File: config.mk
export PLATFORM = sky130hd
export DESIGN_NAME = trig_bank
export DESIGN_NICKNAME = d
export VERILOG_FILES = /design/src/rtl/trig_pkg.sv /design/src/rtl/trig_slot.sv /design/src/rtl/trig_summary.sv /design/src/rtl/trig_bank.sv
export SDC_FILE = /design/constraint.sdc
export NUM_CORES = 1
export LEC_CHECK = 0
export BUFFER_PORTS_ARGS = -buffer_cell sky130_fd_sc_hd__buf_2
export CAP_MARGIN = 20
export CORE_ASPECT_RATIO = 1.75
export CORE_MARGIN = 2
export CORE_UTILIZATION = 50
export CTS_CLUSTER_SIZE = 8
export DETAILED_ROUTE_END_ITERATION = 16
export PLACE_DENSITY_LB_ADDON = 0.12
export SLEW_MARGIN = 30
export SYNTH_ARGS = -nofsm -noshare
export SYNTH_HDL_FRONTEND = slang
export SYNTH_HIERARCHICAL = 1
export SYNTH_SLANG_ARGS = --single-unit
File: constraint.sdc
create_clock -name clk -period 4.68 [get_ports clk]
set_clock_uncertainty 0.15 [all_clocks]
set_input_delay 0.468 -clock clk [delete_from_list [all_inputs] [get_ports clk]]
set_output_delay 0.468 -clock clk [all_outputs]
set_load 0.01 [all_outputs]
File: src/rtl/trig_pkg.sv
package trig_pkg;

  typedef enum logic [1:0] {
    REG_SEL = 2'd0,
    REG_CTL = 2'd1,
    REG_VAL = 2'd2,
    REG_AUX = 2'd3
  } reg_id_e;

  localparam logic [3:0] KIND_VALUE = 4'd2;

  localparam int B_LD     = 0;
  localparam int B_ST     = 1;
  localparam int B_EX     = 2;
  localparam int B_U      = 3;
  localparam int B_S      = 4;
  localparam int B_H      = 5;
  localparam int B_M      = 6;
  localparam int B_MATCH  = 7;
  localparam int W_MATCH  = 4;
  localparam int B_CHAIN  = 11;
  localparam int B_ACTION = 12;
  localparam int W_ACTION = 6;
  localparam int B_TIMING = 18;
  localparam int B_SELECT = 19;

  typedef struct packed {
    logic                dmode;
    logic                select;
    logic                timing;
    logic [W_ACTION-1:0] action;
    logic                chain;
    logic [W_MATCH-1:0]  match;
    logic                m;
    logic                h;
    logic                s;
    logic                u;
    logic                ex;
    logic                st;
    logic                ld;
  } trig_ctl_t;

endpackage

File: src/rtl/trig_slot.sv
module trig_slot
  import trig_pkg::*;
#(
  parameter int XLEN = 32
) (
  input  logic            clk,
  input  logic            rst_n,
  input  logic            dbg_active,
  input  logic            ctl_we,
  input  logic            val_we,
  input  logic [XLEN-1:0] wdata,
  output trig_ctl_t       ctl_q,
  output logic            locked,
  output logic [XLEN-1:0] rd_ctl,
  output logic [XLEN-1:0] rd_val
);

  localparam int B_DMODE = XLEN - 5;
  localparam int B_KIND  = XLEN - 4;

  logic [XLEN-1:0] val_q;
  trig_ctl_t       ctl_d;

  assign locked = ctl_q.dmode && !dbg_active;

  always_comb begin
    ctl_d.dmode  = wdata[B_DMODE];
    ctl_d.select = wdata[B_SELECT];
    ctl_d.timing = wdata[B_TIMING] & ~wdata[B_EX];
    ctl_d.action = wdata[B_ACTION +: W_ACTION];
    ctl_d.chain  = wdata[B_CHAIN];
    ctl_d.match  = wdata[B_MATCH +: W_MATCH];
    ctl_d.m      = wdata[B_M];
    ctl_d.h      = wdata[B_H];
    ctl_d.s      = wdata[B_S];
    ctl_d.u      = wdata[B_U];
    ctl_d.ex     = wdata[B_EX];
    ctl_d.st     = wdata[B_ST];
    ctl_d.ld     = wdata[B_LD];
  end

  always_ff @(posedge clk) begin
    if (!rst_n) begin
      ctl_q <= '0;
      val_q <= '0;
    end else begin
      if (ctl_we && !locked) ctl_q <= ctl_d;
      if (val_we && !locked) val_q <= wdata;
    end
  end

  always_comb begin
    rd_ctl                        = '0;
    rd_ctl[B_KIND +: 4]           = KIND_VALUE;
    rd_ctl[B_DMODE]               = ctl_q.dmode;
    rd_ctl[B_SELECT]              = ctl_q.select;
    rd_ctl[B_TIMING]              = ctl_q.timing;
    rd_ctl[B_ACTION +: W_ACTION]  = ctl_q.action;
    rd_ctl[B_CHAIN]               = ctl_q.chain;
    rd_ctl[B_MATCH +: W_MATCH]    = ctl_q.match;
    rd_ctl[B_M]                   = ctl_q.m;
    rd_ctl[B_H]                   = ctl_q.h;
    rd_ctl[B_S]                   = ctl_q.s;
    rd_ctl[B_U]                   = ctl_q.u;
    rd_ctl[B_EX]                  = ctl_q.ex;
    rd_ctl[B_ST]                  = ctl_q.st;
    rd_ctl[B_LD]                  = ctl_q.ld;
  end

  assign rd_val = val_q;

  assert_locked_hold_R2: assert property (@(posedge clk) disable iff (!rst_n)
    ((ctl_we || val_we) && ctl_q.dmode && !dbg_active)
      |=> ($stable(ctl_q) && $stable(val_q)));

  assert_exec_timing_R3: assert property (@(posedge clk) disable iff (!rst_n)
    (ctl_we && !ctl_q.dmode && wdata[B_EX]) |=> !ctl_q.timing);

endmodule

File: src/rtl/trig_summary.sv
module trig_summary
  import trig_pkg::*;
#(
  parameter int NTRIG = 4
) (
  input  trig_ctl_t ctl [NTRIG],
  output logic      any_ex,
  output logic      any_ld,
  output logic      any_st
);

  always_comb begin
    any_ex = 1'b0;
    any_ld = 1'b0;
    any_st = 1'b0;
    for (int i = 0; i < NTRIG; i++) begin
      any_ex = any_ex | ctl[i].ex;
      any_ld = any_ld | ctl[i].ld;
      any_st = any_st | ctl[i].st;
    end
  end

endmodule

File: src/rtl/trig_bank.sv
module trig_bank
  import trig_pkg::*;
#(
  parameter int XLEN  = 32,
  parameter int NTRIG = 4
) (
  input  logic            clk,
  input  logic            rst_n,
  input  logic            dbg_active,
  input  logic            wr_en,
  input  logic [1:0]      wr_addr,
  input  logic [XLEN-1:0] wr_data,
  input  logic [1:0]      rd_addr,
  output logic [XLEN-1:0] rd_data,
  output logic            chk_fetch,
  output logic            chk_load,
  output logic            chk_store,
  output logic            xlate_flush
);

  localparam int SELW = (NTRIG > 1) ? $clog2(NTRIG) : 1;
  localparam logic [XLEN-1:0] NTRIG_X = XLEN'(NTRIG);

  logic [SELW-1:0] sel_q;
  logic            sel_ok;
  logic            sel_take;
  logic            flush_q;
  logic            cur_locked;

  trig_ctl_t       ctl_a    [NTRIG];
  logic            locked_a [NTRIG];
  logic [XLEN-1:0] rctl_a   [NTRIG];
  logic [XLEN-1:0] rval_a   [NTRIG];

  assign sel_ok   = (32'(sel_q) < NTRIG);
  assign sel_take = wr_en && (wr_addr == REG_SEL) && (wr_data < NTRIG_X);

  always_ff @(posedge clk) begin
    if (!rst_n) sel_q <= '0;
    else if (sel_take) sel_q <= wr_data[SELW-1:0];
  end

  for (genvar g = 0; g < NTRIG; g++) begin : g_slot
    logic hit;
    assign hit = sel_ok && (32'(sel_q) == g);
    trig_slot #(.XLEN(XLEN)) u_slot (
      .clk       (clk),
      .rst_n     (rst_n),
      .dbg_active(dbg_active),
      .ctl_we    (wr_en && hit && (wr_addr == REG_CTL)),
      .val_we    (wr_en && hit && (wr_addr == REG_VAL)),
      .wdata     (wr_data),
      .ctl_q     (ctl_a[g]),
      .locked    (locked_a[g]),
      .rd_ctl    (rctl_a[g]),
      .rd_val    (rval_a[g])
    );
  end

  assign cur_locked = sel_ok ? locked_a[sel_q] : 1'b1;

  always_ff @(posedge clk) begin
    if (!rst_n) flush_q <= 1'b0;
    else        flush_q <= wr_en && (wr_addr == REG_CTL) && !cur_locked;
  end
  assign xlate_flush = flush_q;

  trig_summary #(.NTRIG(NTRIG)) u_sum (
    .ctl   (ctl_a),
    .any_ex(chk_fetch),
    .any_ld(chk_load),
    .any_st(chk_store)
  );

  always_comb begin
    rd_data = '0;
    unique case (rd_addr)
      REG_SEL: rd_data = XLEN'(sel_q);
      REG_CTL: if (sel_ok) rd_data = rctl_a[sel_q];
      REG_VAL: if (sel_ok) rd_data = rval_a[sel_q];
      REG_AUX: rd_data = '0;
      default: rd_data = '0;
    endcase
  end

  assert_sel_range_R1: assert property (@(posedge clk) disable iff (!rst_n)
    sel_ok);

  assert_sel_reject_R1: assert property (@(posedge clk) disable iff (!rst_n)
    (wr_en && (wr_addr == REG_SEL) && (wr_data >= NTRIG_X)) |=> $stable(sel_q));

  assert_no_flush_locked_R6: assert property (@(posedge clk) disable iff (!rst_n)
    (wr_en && (wr_addr == REG_CTL) && cur_locked) |=> !xlate_flush);

  assert_aux_zero_R4: assert property (@(posedge clk) disable iff (!rst_n)
    (rd_addr == REG_AUX) |-> (rd_data == '0));

endmodule

After elaboration in Yosys (flattened, before gate mapping)
Cells that the tools add are included.

cells by class
  $add $sub $neg = 0
  multiply operators = 0
  eq/ne operators = 8
  order comparisons = 2
  shift-type cells = 0
  bitwise gates (word level) = 12
  reduce and logical (&&, ||, !) cells = 37
  div/mod/pow operators = 0
  muxes and demuxes = 10

operators by type and width
  kind                 count
  $bmux 32 s2          2
  $mux 32              4
  $pmux 32 s4          1
  $lt 32x3->1 const B  1
  $logic_and 1x1->1    28
  $eq 2x2->1 const B   5
  $or 1x1->1           9
  $eq 2x1->1 const B   3
  $logic_not 1->1      6
  $logic_not 2->1      3
  $ge 3x3->1 const B   1
  $not 2->3            1
  $bmux 1 s2           1
  $mux 1               2
  $and 1x1->1          1
  $not 1->1            1

storage, ports and cells
  memory bits (read-only) = 0
  input port bits = 40
  memories kept = 0
  bits in latches = 0
  output and inout port bits = 36
  RAM bits = 0
  bits in registers = 215
  word-level logic and storage cells = 127

Depth between registers and ports, before layout
Gate-level depths: netlist of the first run.

  depth after elaboration = 7
  gate-level depth with buffers = 8
  depth with buffers taken out = 5

Hierarchy
Netlist of the first run, hierarchy kept.

by module, submodules not included
  module        seq. area each (um2)  times used  area each (um2)  cells an instance
  trig_slot     1,061.0               4           2,282.2          250
  trig_bank     60.1                  1           2,247.2          165
  trig_summary  0.0                   1           22.5             3

Least setup slack after synthesis of the first run
Ideal clock, no wire load.

  path kind = register to output
  start point = reg sel_q[0]
  end point = out rd_data[17]
  stages on the path, launching flop included = 5
  required time = 4,062 ps
  arrival = 1,413 ps
  path buffers = 2
  setup slack = 2,649 ps
  cells stage by stage = dfxtp_1 buf_6 buf_6 mux4_1 a22o_1

on the way
  cells in the longest elaborated chain, start to end = 5
  elaborated cells between the ends (all ways) = 8
  those cells by class = 7 x mux; 1 x bitwise

ends and longest elaborated chain
  what                                     line                              source
  from (decl)                              trig_bank.sv:24                   logic [SELW-1:0] sel_q;
  from (signal assigned)                   trig_bank.sv:40                   else if (sel_take) sel_q <= wr_data[SELW-1:0];
  $not 2->3 (not written as such) (*)      trig_bank.sv:79, trig_bank.sv:80
  $bmux 32 s2 (on tied branches)           trig_bank.sv:80, trig_bank.sv:79
  $mux 32 (on tied branches) (2 in a row)  trig_bank.sv:80, trig_bank.sv:79
  $pmux 32 s4 (*)                          trig_bank.sv:77                   unique case (rd_addr)
  to (decl)                                trig_bank.sv:14                   output logic [XLEN-1:0] rd_data,

Mark *: on every way between the ends. The rest lies on a longest branch, timed or not. The select of a mux whose other input is x is not followed.

Final worst setup path of the first run
Same ends and word-level chain as after synthesis.

==> results.yml, run 1 <==
timing:
  hold_viol_final: 0
  hold-worst-slack_ns: 0.0784
  max-slew-margin-rel: 0.384
  finalSetupTns_ns: 0
  worst_pin_slew_ns: 0.924
  drv_slew: 0
  timing.final.crit_share: 0.724
  layout_min_cycle_time_ns: 3.39
  timing.fmax_mhz: 295
  setup_viol: 0
  rsz0062_at_grt: "false"
routing:
  routedWlPerCell_um: 19.7
  num_vias: 7772
  detail_route.first_pass.iterations: 5
  route.detailed.drc: 0
  postRouteAntennaNets: 0
  routed_wirelength_mm: 27.6
  drtIter0Drc: 520
  via_per_inst: 5.54
cts:
  root_buffer: "clkbuf_16"
  cts_resized: 0
  clk_pin_slew_ns: 0.05
  numCtsBuffers: 30
  clock-sinks: 215
  post_cts_buffers: 0
  cts-htree-levels: 1
  clockBufferDepth: 3
  cts_tree: "done"
  hold_buffers: 0
  clk_latency_ns: 0.53
yosys:
  synth_top_area_frac: 0.378
  synth-edff-count: 0
  yosysTopAreaCell: "dfxtp_1"
  ys_seq_area_frac: 0.378
  synthTopCellsByArea: "dfxtp_1 (38%), mux2i_1 (14%), nand2_1 (9.8%), mux4_2 (9.7%), buf_4 (8.4%)"
  syn_area_per_cell_um2: 9.76
  ys_async_sr_fraction: 0
  ys_ff_latch: 215
  yosys_warnings: 6
  yosysUniqueCellTypes: 34
  synth.cell_area_um2: 11400
  synth_cells: 1168
  synth_ff_type: "dfxtp_1"
die:
  io_pins: 76
  die_height_um: 204
  die_area_um2: 24100
  initial_utilization: 0.505
  dieWidth_um: 118
  rows: 73
  core_area_um2: 22600
placed_design:
  portBuffers: 75
  dpl_cell_area_um2: 10900
  hpwl_mm: 17.2
  dp_cells: 1367
  place_congestion: 0.769
grt:
  grt_antenna_before_repair: 0
  grt_pass1_wl_mm: 42.9
  overflow: 0
  grt_usage: 0.227
  grt_start_max_net_pins: 152
  grt_pass1_vias: 7660
layout:
  area_growth_pct: 2.68
  design_area_um2: 11700
  n_fill_cell: 2115
  diodes: 0
  final_nets: 1140
  drive_above_1_share: 0.167
  fin_cells: 1402
critical_path:
  endpoint_kind: "output pin"
  cp.arrival_ns: 2.77
  r2r_start: "sel_q[1]"
  start_kind: "flop"
  crit_start: "sel_q[0]"
  crit_fanout: 37
  crit_required_ns: 4.06
  crit_type: "reg -> out"
run_status:
  status: "completed"
worst_hold_path:
  hold_class: "in -> reg"
  hp-start: "wr_data[1]"
pwr:
  cellPowerDensity_nw_per_um2: 341
  p_leak_nw: 4.79
  ir_drop_mv: 0.276
run:
  maxCapViolCount: 0
## where the power goes
part / internal [mW] / leakage (nW) / total, mW / switching (mW)
Combinational: 0.0841 / 2.67 / 0.236 / 0.152
Clock: 1.15 / 0.386 / 1.90 / 0.742
Sequential: 1.85 / 1.74 / 1.86 / 0.00864
Total: 3.09 / 4.79 / 3.99 / 0.903
## worst max-delay path, stage by stage, from the launching register on
cell and delay (ns):
dfxtp_4 0.77, buf_4 0.48, mux4_1 0.60, a22o_1 0.22
buf_2 0.15
## worst paths after layout
check	slack [ns]	depth (start not counted)	to
worst max-delay path	1.29	4	rd_data[17]
worst max register to register	2.14	6	g_slot[2].u_slot/rd_val[27]
worst min register to register	0.30	2	g_slot[3].u_slot/rd_val[20]
worst min-delay path	0.08	3	sel_q[1]
## area by class of cell
cell class | count | area (um^2) | area share
clock buffer | 34 | 787 | 0.0672
inverter | 5 | 18.8 | 0.00160
multi-input combinational | 757 | 5640 | 0.482
sequential | 215 | 4310 | 0.368
tap | 300 | 375 | 0.0321
timing repair buffer | 91 | 571 | 0.0487
## registers in the layout (all words and copies together), names as in the netlist
| signal | count |
|---|---|
| g_slot.u_slot/ctl_q | 84 |
| xlate_flush | 1 |
| g_slot.u_slot/rd_val | 128 |
| sel_q | 2 |
## cell usage in the layout (no fill, tap or decap), drive strengths merged
cell and n:
nand2 298, dfxtp 215, mux2i 161, buf 91
mux4 63, nand4 53, o21ai 53, conb 44
clkbuf 34, a22o 30, nand3b 7, nor2 7
nor4 7, nand2b 6, nor2b 6, inv 5
nor3 4, and2 4, a22oi 4, or4 3
mux2 2, a21oi 1, a311oi 1, a21o 1
a2111oi 1, nand3 1
## logic make-up after synthesis
| kind of cell | count (synthesis) | synth area share |
|---|---|---|
| and+or+nand+nor | 396 | 0.154 |
| buffers and inverters | 232 | 0.141 |
| muxes | 226 | 0.272 |
| DFF | 215 | 0.378 |
| AOI/OAI and AO/OA | 91 | 0.0521 |
| other | 8 | 0.00263 |
## per-stage QoR
stage	setup WS [ns]	util	power (mW)
2_1_floorplan	2.65	-	2.07
3_3_place_gp	1.80	0.481	2.12
3_5_place_dp	1.78	0.483	2.13
4_1_cts	1.22	0.518	4.04
5_1_grt	1.13	0.519	4.13
6_report	1.29	0.519	3.99
## synthesized netlist by cell type, types with 3 or more instances
master and count:
nand2_1 298, dfxtp_1 215, mux2i_1 161, buf_4 128, nand4_1 53, mux4_2 49, clkbuf_1 48, o21ai_0 40
a22o_1 30, buf_6 24, buf_2 23, mux4_1 14, o21ai_1 13, conb_1 8, nand3b_1 7, nor2_1 7
nor4_1 7, nor2b_1 6, inv_1 5, a22oi_1 4, and2_4 4, nand2b_4 4, nor3_1 4, or4_1 3
## routing by layer
layer | global-route usage | vias to the layer above | part of all wire
met3 | 0.0285 | 45 | 0.045
met2 | 0.413 | 191 | 0.52
met5 | 0 | - | 0
li1 | - | 3760 | -
met1 | 0.275 | 3776 | 0.41
met4 | 0.0770 | 0 | 0.026
No activity file was read; power rests on OpenSTA's default activity.
==> run 2, diff against run 1 <==
--- a/config.mk
+++ b/config.mk
@@ -5,6 +5,7 @@
 export SDC_FILE = /design/constraint.sdc
 export NUM_CORES = 1
 export LEC_CHECK = 0
+export ABC_AREA = 1
 export BUFFER_PORTS_ARGS = -buffer_cell sky130_fd_sc_hd__buf_2
 export CAP_MARGIN = 20
 export CORE_ASPECT_RATIO = 1.75
==> constraint.sdc (replaced) <==
create_clock -name clk -period 3.4 [get_ports clk]
set_clock_uncertainty 0.15 [all_clocks]
set_input_delay 0.34 -clock clk [delete_from_list [all_inputs] [get_ports clk]]
set_output_delay 0.34 -clock clk [all_outputs]
set_load 0.01 [all_outputs]
==> run 2 against run 1 <==
Against the previous run:
- cell count grew 45%
- die area increased by 11%
- synthesized area rose by 11%
- cell area is 10% higher
- combinational power grew 92%
- global-route usage grew 3.5 points
- power grew 42%
- setup slack lost 0.86 ns
- first-iteration DRC count up 42%
- non-clock buffer count up 15
- via count increased by 44%
- critical path depth rose by 3
- largest cell class unchanged
==> results.yml, run 2 <==
critical_path:
  critPathTopFamily: "buffers and inverters"
  cp.buffers_inverters: 3
  cp_common_cell: "nand2_1"
  cpPeakStageDelay_ns: 0.51
  endpoint_kind: "output pin"
  start_kind: "flop"
  crit_type: "reg -> out"
  crit_required_ns: 2.91
  crit_fanout: 42
  slowest_stage: "dfxtp_1"
  cp_cell_sequence: "nand2_1, inv_2, buf_4, a22o_1, o21ai_1, nand2_1, buf_2"
  cp.arrival_ns: 2.47
cts:
  post_cts_buffers: 0
  numCtsBuffers: 30
  cts_resized: 0
  hold_buffers: 0
  clk_pin_slew_ns: 0.05
  cts-htree-levels: 1
  clk_latency_ns: 0.54
  clock-sinks: 215
  root_buffer: "clkbuf_16"
  clockBufferDepth: 3
  cts_tree: "done"
layout:
  multi_input_area_um2: 6110
  final_cell_mix: "nand2_1 (280), nor2_1 (250), nand3_1 (221)"
  drive_above_1_share: 0.115
  n_fill_cell: 2587
  largest_reg_flops: 128
  fin_cells: 2037
  final_nets: 1760
  design_area_um2: 12900
  layout_commonest_cell: "nand2_1"
  seqCellArea_um2: 4300
  utilization: 0.514
  area_growth_pct: 1.64
yosys:
  yosysTopAreaCell: "dfxtp_1"
  synth_ff_type: "dfxtp_1"
  synth.cell_area_um2: 12700
  yosys_warnings: 6
  synth_top_area_frac: 0.340
  synth.most_common_cell: "nand2_1"
  synth-edff-count: 0
  yosysUniqueCellTypes: 22
  ys_ff_latch: 215
  synth_cells: 1824
  ys_seq_area_frac: 0.340
  ys_async_sr_fraction: 0
  synthTopCellsByArea: "dfxtp_1 (34%), nand3_1 (8.7%), a22o_1 (8.6%), nand2_1 (8.3%), buf_4 (8.1%)"
  syn_area_per_cell_um2: 6.95
  synth_common_cells: "nand2_1 (280), nor2_1 (260), nand3_1 (221)"
placed_design:
  place_ws_ns: 1.01
  dp_cells: 2004
  dpl_cell_area_um2: 12100
  portBuffers: 75
  hpwl_mm: 21.9
  place_congestion: 0.819
die:
  rows: 77
  io_pins: 76
  initial_utilization: 0.506
  die_height_um: 215
  die_area_um2: 26700
  core_area_um2: 25000
  dieWidth_um: 124
timing:
  hold_viol_final: 0
  timing.final.crit_share: 0.871
  timing.fmax_mhz: 338
  setup_viol: 0
  max-slew-margin-rel: 0.409
  fin_ws_ns: 0.438
  layout_min_cycle_time_ns: 2.96
  finalSetupTns_ns: 0
  rsz0062_at_grt: "false"
  drv_slew: 0
  worst_pin_slew_ns: 0.885
  hold-worst-slack_ns: 0.0372
grt:
  grt_pass1_vias: 10600
  overflow: 0
  grt_usage: 0.262
  grt_antenna_before_repair: 3
  grt_pass1_wl_mm: 57.0
  grt_start_max_net_pins: 107
routing:
  num_vias: 11200
  drtIter0Drc: 737
  detail_route.first_pass.iterations: 5
  postRouteAntennaNets: 0
  routedWlPerCell_um: 17.6
  route.detailed.drc: 0
  routed_wirelength_mm: 35.9
  via_per_inst: 5.48
pwr:
  finalPower_mw: 5.66
  cellPowerDensity_nw_per_um2: 440
  p_leak_nw: 5.90
  ir_drop_mv: 0.383
run_status:
  status: "completed"
run:
  maxCapViolCount: 0
worst_hold_path:
  hold_class: "in -> reg"
-- run 2: worst paths after layout --
check,end,cells past startpoint,startpoint,slack (ns)
min,g_slot[1].u_slot/rd_val[24],5,wr_data[24],0.04
max reg2reg,g_slot[0].u_slot/ctl_q[14],7,sel_q[1],1.27
max,rd_data[16],7,sel_q[1],0.44
min reg2reg,g_slot[1].u_slot/rd_val[24],2,g_slot[1].u_slot/rd_val[24],0.33
-- run 2: final cells by class --
type	instances	share of cell area
tap	316	0.0307
sequential	215	0.334
inverter	152	0.0443
clock buffer	32	0.0605
timing repair buffer	106	0.0555
antenna	1	0.000194
multi-input combinational	1215	0.475
-- run 2: worst min-delay path: stages --
cell,delay (ns)
buf_2,0.14
inv_1,0.06
nand3_1,0.06
nand2_1,0.06
nor2_1,0.03
-- run 2: cells by family (layout without fill, tap and decap cells) --
logic type / after synthesis / count (layout) / share of synthesized area
other: 8 / 45 / 0.00237
AOI/OAI and AO/OA: 401 / 401 / 0.209
DFF: 215 / 215 / 0.340
buffers and inverters: 430 / 290 / 0.198
and+or+nand+nor: 770 / 770 / 0.252
-- run 2: where the power goes --
part	internal, mW	switching, mW	total, mW
logic	0.160	0.292	0.453
clock network	1.58	1.06	2.63
registers	2.56	0.0201	2.58
total	4.30	1.37	5.66
-- run 2: per-layer routing --
metal | part of all wire | GRT usage | vias up
li1 | - | - | 5571
met1 | 0.40 | 0.305 | 5226
met2 | 0.52 | 0.481 | 275
met3 | 0.042 | 0.0304 | 86
met4 | 0.038 | 0.109 | 4
met5 | 0.00092 | 0 | -
==> run 3, diff against run 2 <==
--- a/config.mk
+++ b/config.mk
@@ -17,5 +17,4 @@
 export SLEW_MARGIN = 30
 export SYNTH_ARGS = -nofsm -noshare
 export SYNTH_HDL_FRONTEND = slang
-export SYNTH_HIERARCHICAL = 1
 export SYNTH_SLANG_ARGS = --single-unit
==> run 3 against run 2 <==
Against the previous run:
- synthesized cell count fell by 31%
- flip-flop and latch count did not move
- worst hold slack got worse by 0.012 ns
- clock-buffer cell count did not move
- clock power fell by 2%
- global-route usage rose by 0.98 points
- cell area fell by 18%
- routed wire length fell by 27%
- cell count fell by 24%
- non-clock buffer count rose by 2
- synthesized area fell by 27%
- combinational power fell by 29%
==> results.yml, run 3 <==
placed_design:
  hpwl_mm: 16.3
  place_ws_ns: 0.726
  portBuffers: 75
  place_congestion: 0.845
yosys:
  ys_seq_area_frac: 0.465
  synth_ff_type: "dfxtp_1"
  synth.most_common_cell: "dfxtp_1"
  synth-edff-count: 0
  synth_cells: 1258
  syn_nets: 1298
  yosysUniqueCellTypes: 29
  ys_ff_latch: 215
  yosys_warnings: 0
  synth.cell_area_um2: 9260
  yosysTopAreaCell: "dfxtp_1"
  synthTopCellsByArea: "dfxtp_1 (46%), o21ai_0 (11%), a21oi_1 (8.4%), nor2_1 (6.0%), inv_1 (5.9%)"
  ys_async_sr_fraction: 0
  syn_area_per_cell_um2: 7.36
  synth_common_cells: "dfxtp_1 (215), o21ai_0 (210), a21oi_1 (155)"
  synth_top_area_frac: 0.465
timing:
  rsz0062_at_grt: "false"
  max-slew-margin-rel: 0.399
  timing.fmax_mhz: 317
  hold_viol_final: 0
  finalSetupTns_ns: 0
  drv_slew: 0
  worst_pin_slew_ns: 0.899
  fin_ws_ns: 0.250
  timing.final.crit_share: 0.927
  setup_viol: 0
  layout_min_cycle_time_ns: 3.15
cts:
  cts_tree: "done"
  cts_resized: 0
  numCtsBuffers: 30
  post_cts_buffers: 0
  cts-htree-levels: 1
  root_buffer: "clkbuf_16"
  clk_latency_ns: 0.54
  clockBufferDepth: 3
  clock-sinks: 215
  clk_pin_slew_ns: 0.05
routing:
  postRouteAntennaNets: 0
  drtIter0Drc: 510
  via_per_inst: 5.45
  routedWlPerCell_um: 17.1
  num_vias: 8390
  routed_wirelength_mm: 26.3
  route.detailed.drc: 0
  detail_route.first_pass.iterations: 7
layout:
  utilization: 0.585
  final_nets: 1345
  n_fill_cell: 1744
  largest_reg_flops: 128
  area_growth_pct: 14.5
  layout_commonest_cell: "dfxtp_1"
  multi_input_area_um2: 3930
  diodes: 0
  seqCellArea_um2: 4300
  drive_above_1_share: 0.116
  final_cell_mix: "dfxtp_1 (215), o21ai_0 (210), a21oi_1 (155)"
critical_path:
  cp_cell_sequence: "nor2_8, inv_2, o22ai_1, o21ai_0, nand3_1, buf_2"
  endpoint_kind: "output pin"
  crit_required_ns: 2.91
  cpPeakStageDelay_ns: 0.66
  start_kind: "flop"
  cp.arrival_ns: 2.66
  slowest_stage: "dfxtp_1"
  crit_type: "reg -> out"
  crit_fanout: 33
run_status:
  status: "completed"
pwr:
  p_sw_mw: 1.24
  switching_share: 0.225
  intPower_mw: 4.25
  ir_drop_mv: 0.376
  p_comb_frac: 0.059
  p_leak_nw: 4.06
  p_seq_frac: 0.468
  cellPowerDensity_nw_per_um2: 517
  power.clock.fraction: 0.473
grt:
  grt_pass1_wl_mm: 42.4
  overflow: 0
  grt_usage: 0.272
  grt_pass1_vias: 7922
  grt_start_max_net_pins: 95
  grt_antenna_before_repair: 1
die:
  rows: 65
  initial_utilization: 0.511
  dieWidth_um: 107
  core_area_um2: 18100
  die_area_um2: 19700
  die_height_um: 184
  io_pins: 76
worst_hold_path:
  hold_class: "in -> reg"
run:
  maxCapViolCount: 0
## run 3: changes by cell type after synthesis, moves of 107 or more
cell and delta:
nand2_1 -184, o21ai_0 +195, nand3_1 -213, nor2_1 -112
buf_4 -132, a22o_1 -107
## run 3: layout make-up
class | instances | share of cell area
clock buffer | 32 | 0.0735
timing repair buffer | 108 | 0.0663
inverter | 157 | 0.0558
tap | 234 | 0.0276
multi-input combinational | 793 | 0.371
sequential | 215 | 0.406
## run 3: routing by layer
| metal | GRT usage | up-vias | wire (um) |
|---|---|---|---|
| met1 | 0.322 | 3883 | 10700 |
| met5 | 0 | - | 11 |
| met2 | 0.500 | 200 | 13600 |
| met3 | 0.0330 | 49 | 1220 |
| met4 | 0.0899 | 2 | 739 |
| li1 | - | 4256 | - |
## run 3: stage by stage
| stage | cells | power (mW) | instance area (um^2) | hold WS (ns) |
|---|---|---|---|---|
| 4_1_cts | 1539 | 5.52 | 10600 | 0.0116 |
| 2_1_floorplan | 1258 | 2.80 | 9260 | 0.274 |
| 5_1_grt | 1539 | 5.67 | 10600 | 0.0360 |
| 3_5_place_dp | 1491 | 2.93 | 9660 | 0.287 |
| 3_3_place_gp | 1491 | 2.92 | 9660 | 0.282 |
| 6_report | 1539 | 5.49 | 10600 | 0.0254 |
## run 3: logic make-up (layout without fill, tap and decap cells)
kind of cell / Yosys count / in the layout / share of synthesized area
AO/OA/AOI/OAI: 521 / 521 / 0.297
AND/OR/NAND/NOR: 272 / 272 / 0.127
flip-flops: 215 / 215 / 0.465
buffers and inverters: 250 / 297 / 0.111
## run 3: power groups by stage
| stage | clock, mW | combinational [mW] | sequential, mW |
|---|---|---|---|
| after floorplan | 0 | 0.184 | 2.62 |
| after global placement | 0 | 0.302 | 2.62 |
| after detailed placement | 0 | 0.306 | 2.62 |
| after CTS | 2.63 | 0.320 | 2.57 |
| after global routing | 2.74 | 0.358 | 2.57 |
| final | 2.59 | 0.321 | 2.57 |
## run 3: repair_timing
item	4_1_cts	5_1_grt
hold endpoints to repair	39	0
endpoints found under the setup margin	0	0
hold buffers	16	0
## run 3: worst paths after layout
kind,startpoint,endpoint,slack (ns),depth (start not counted)
max,sel_q[0],rd_data[0],0.25,6
min,wr_data[19],g_slot[1].u_slot.rd_val[19],0.03,3
max reg2reg,sel_q[0],g_slot[0].u_slot.rd_val[13],0.72,5
min reg2reg,g_slot[3].u_slot.ctl_q[6],g_slot[3].u_slot.ctl_q[6],0.29,2
## run 3: worst max-delay path, delay by kind of cell, from the launching register on
| kind | cells | cell delay [ns] |
|---|---|---|
| AO/OA/AOI/OAI | 2 | 0.35 |
| AND/OR/NAND/NOR | 2 | 0.31 |
| flip-flops | 1 | 0.66 |
| buffers and inverters | 2 | 0.78 |
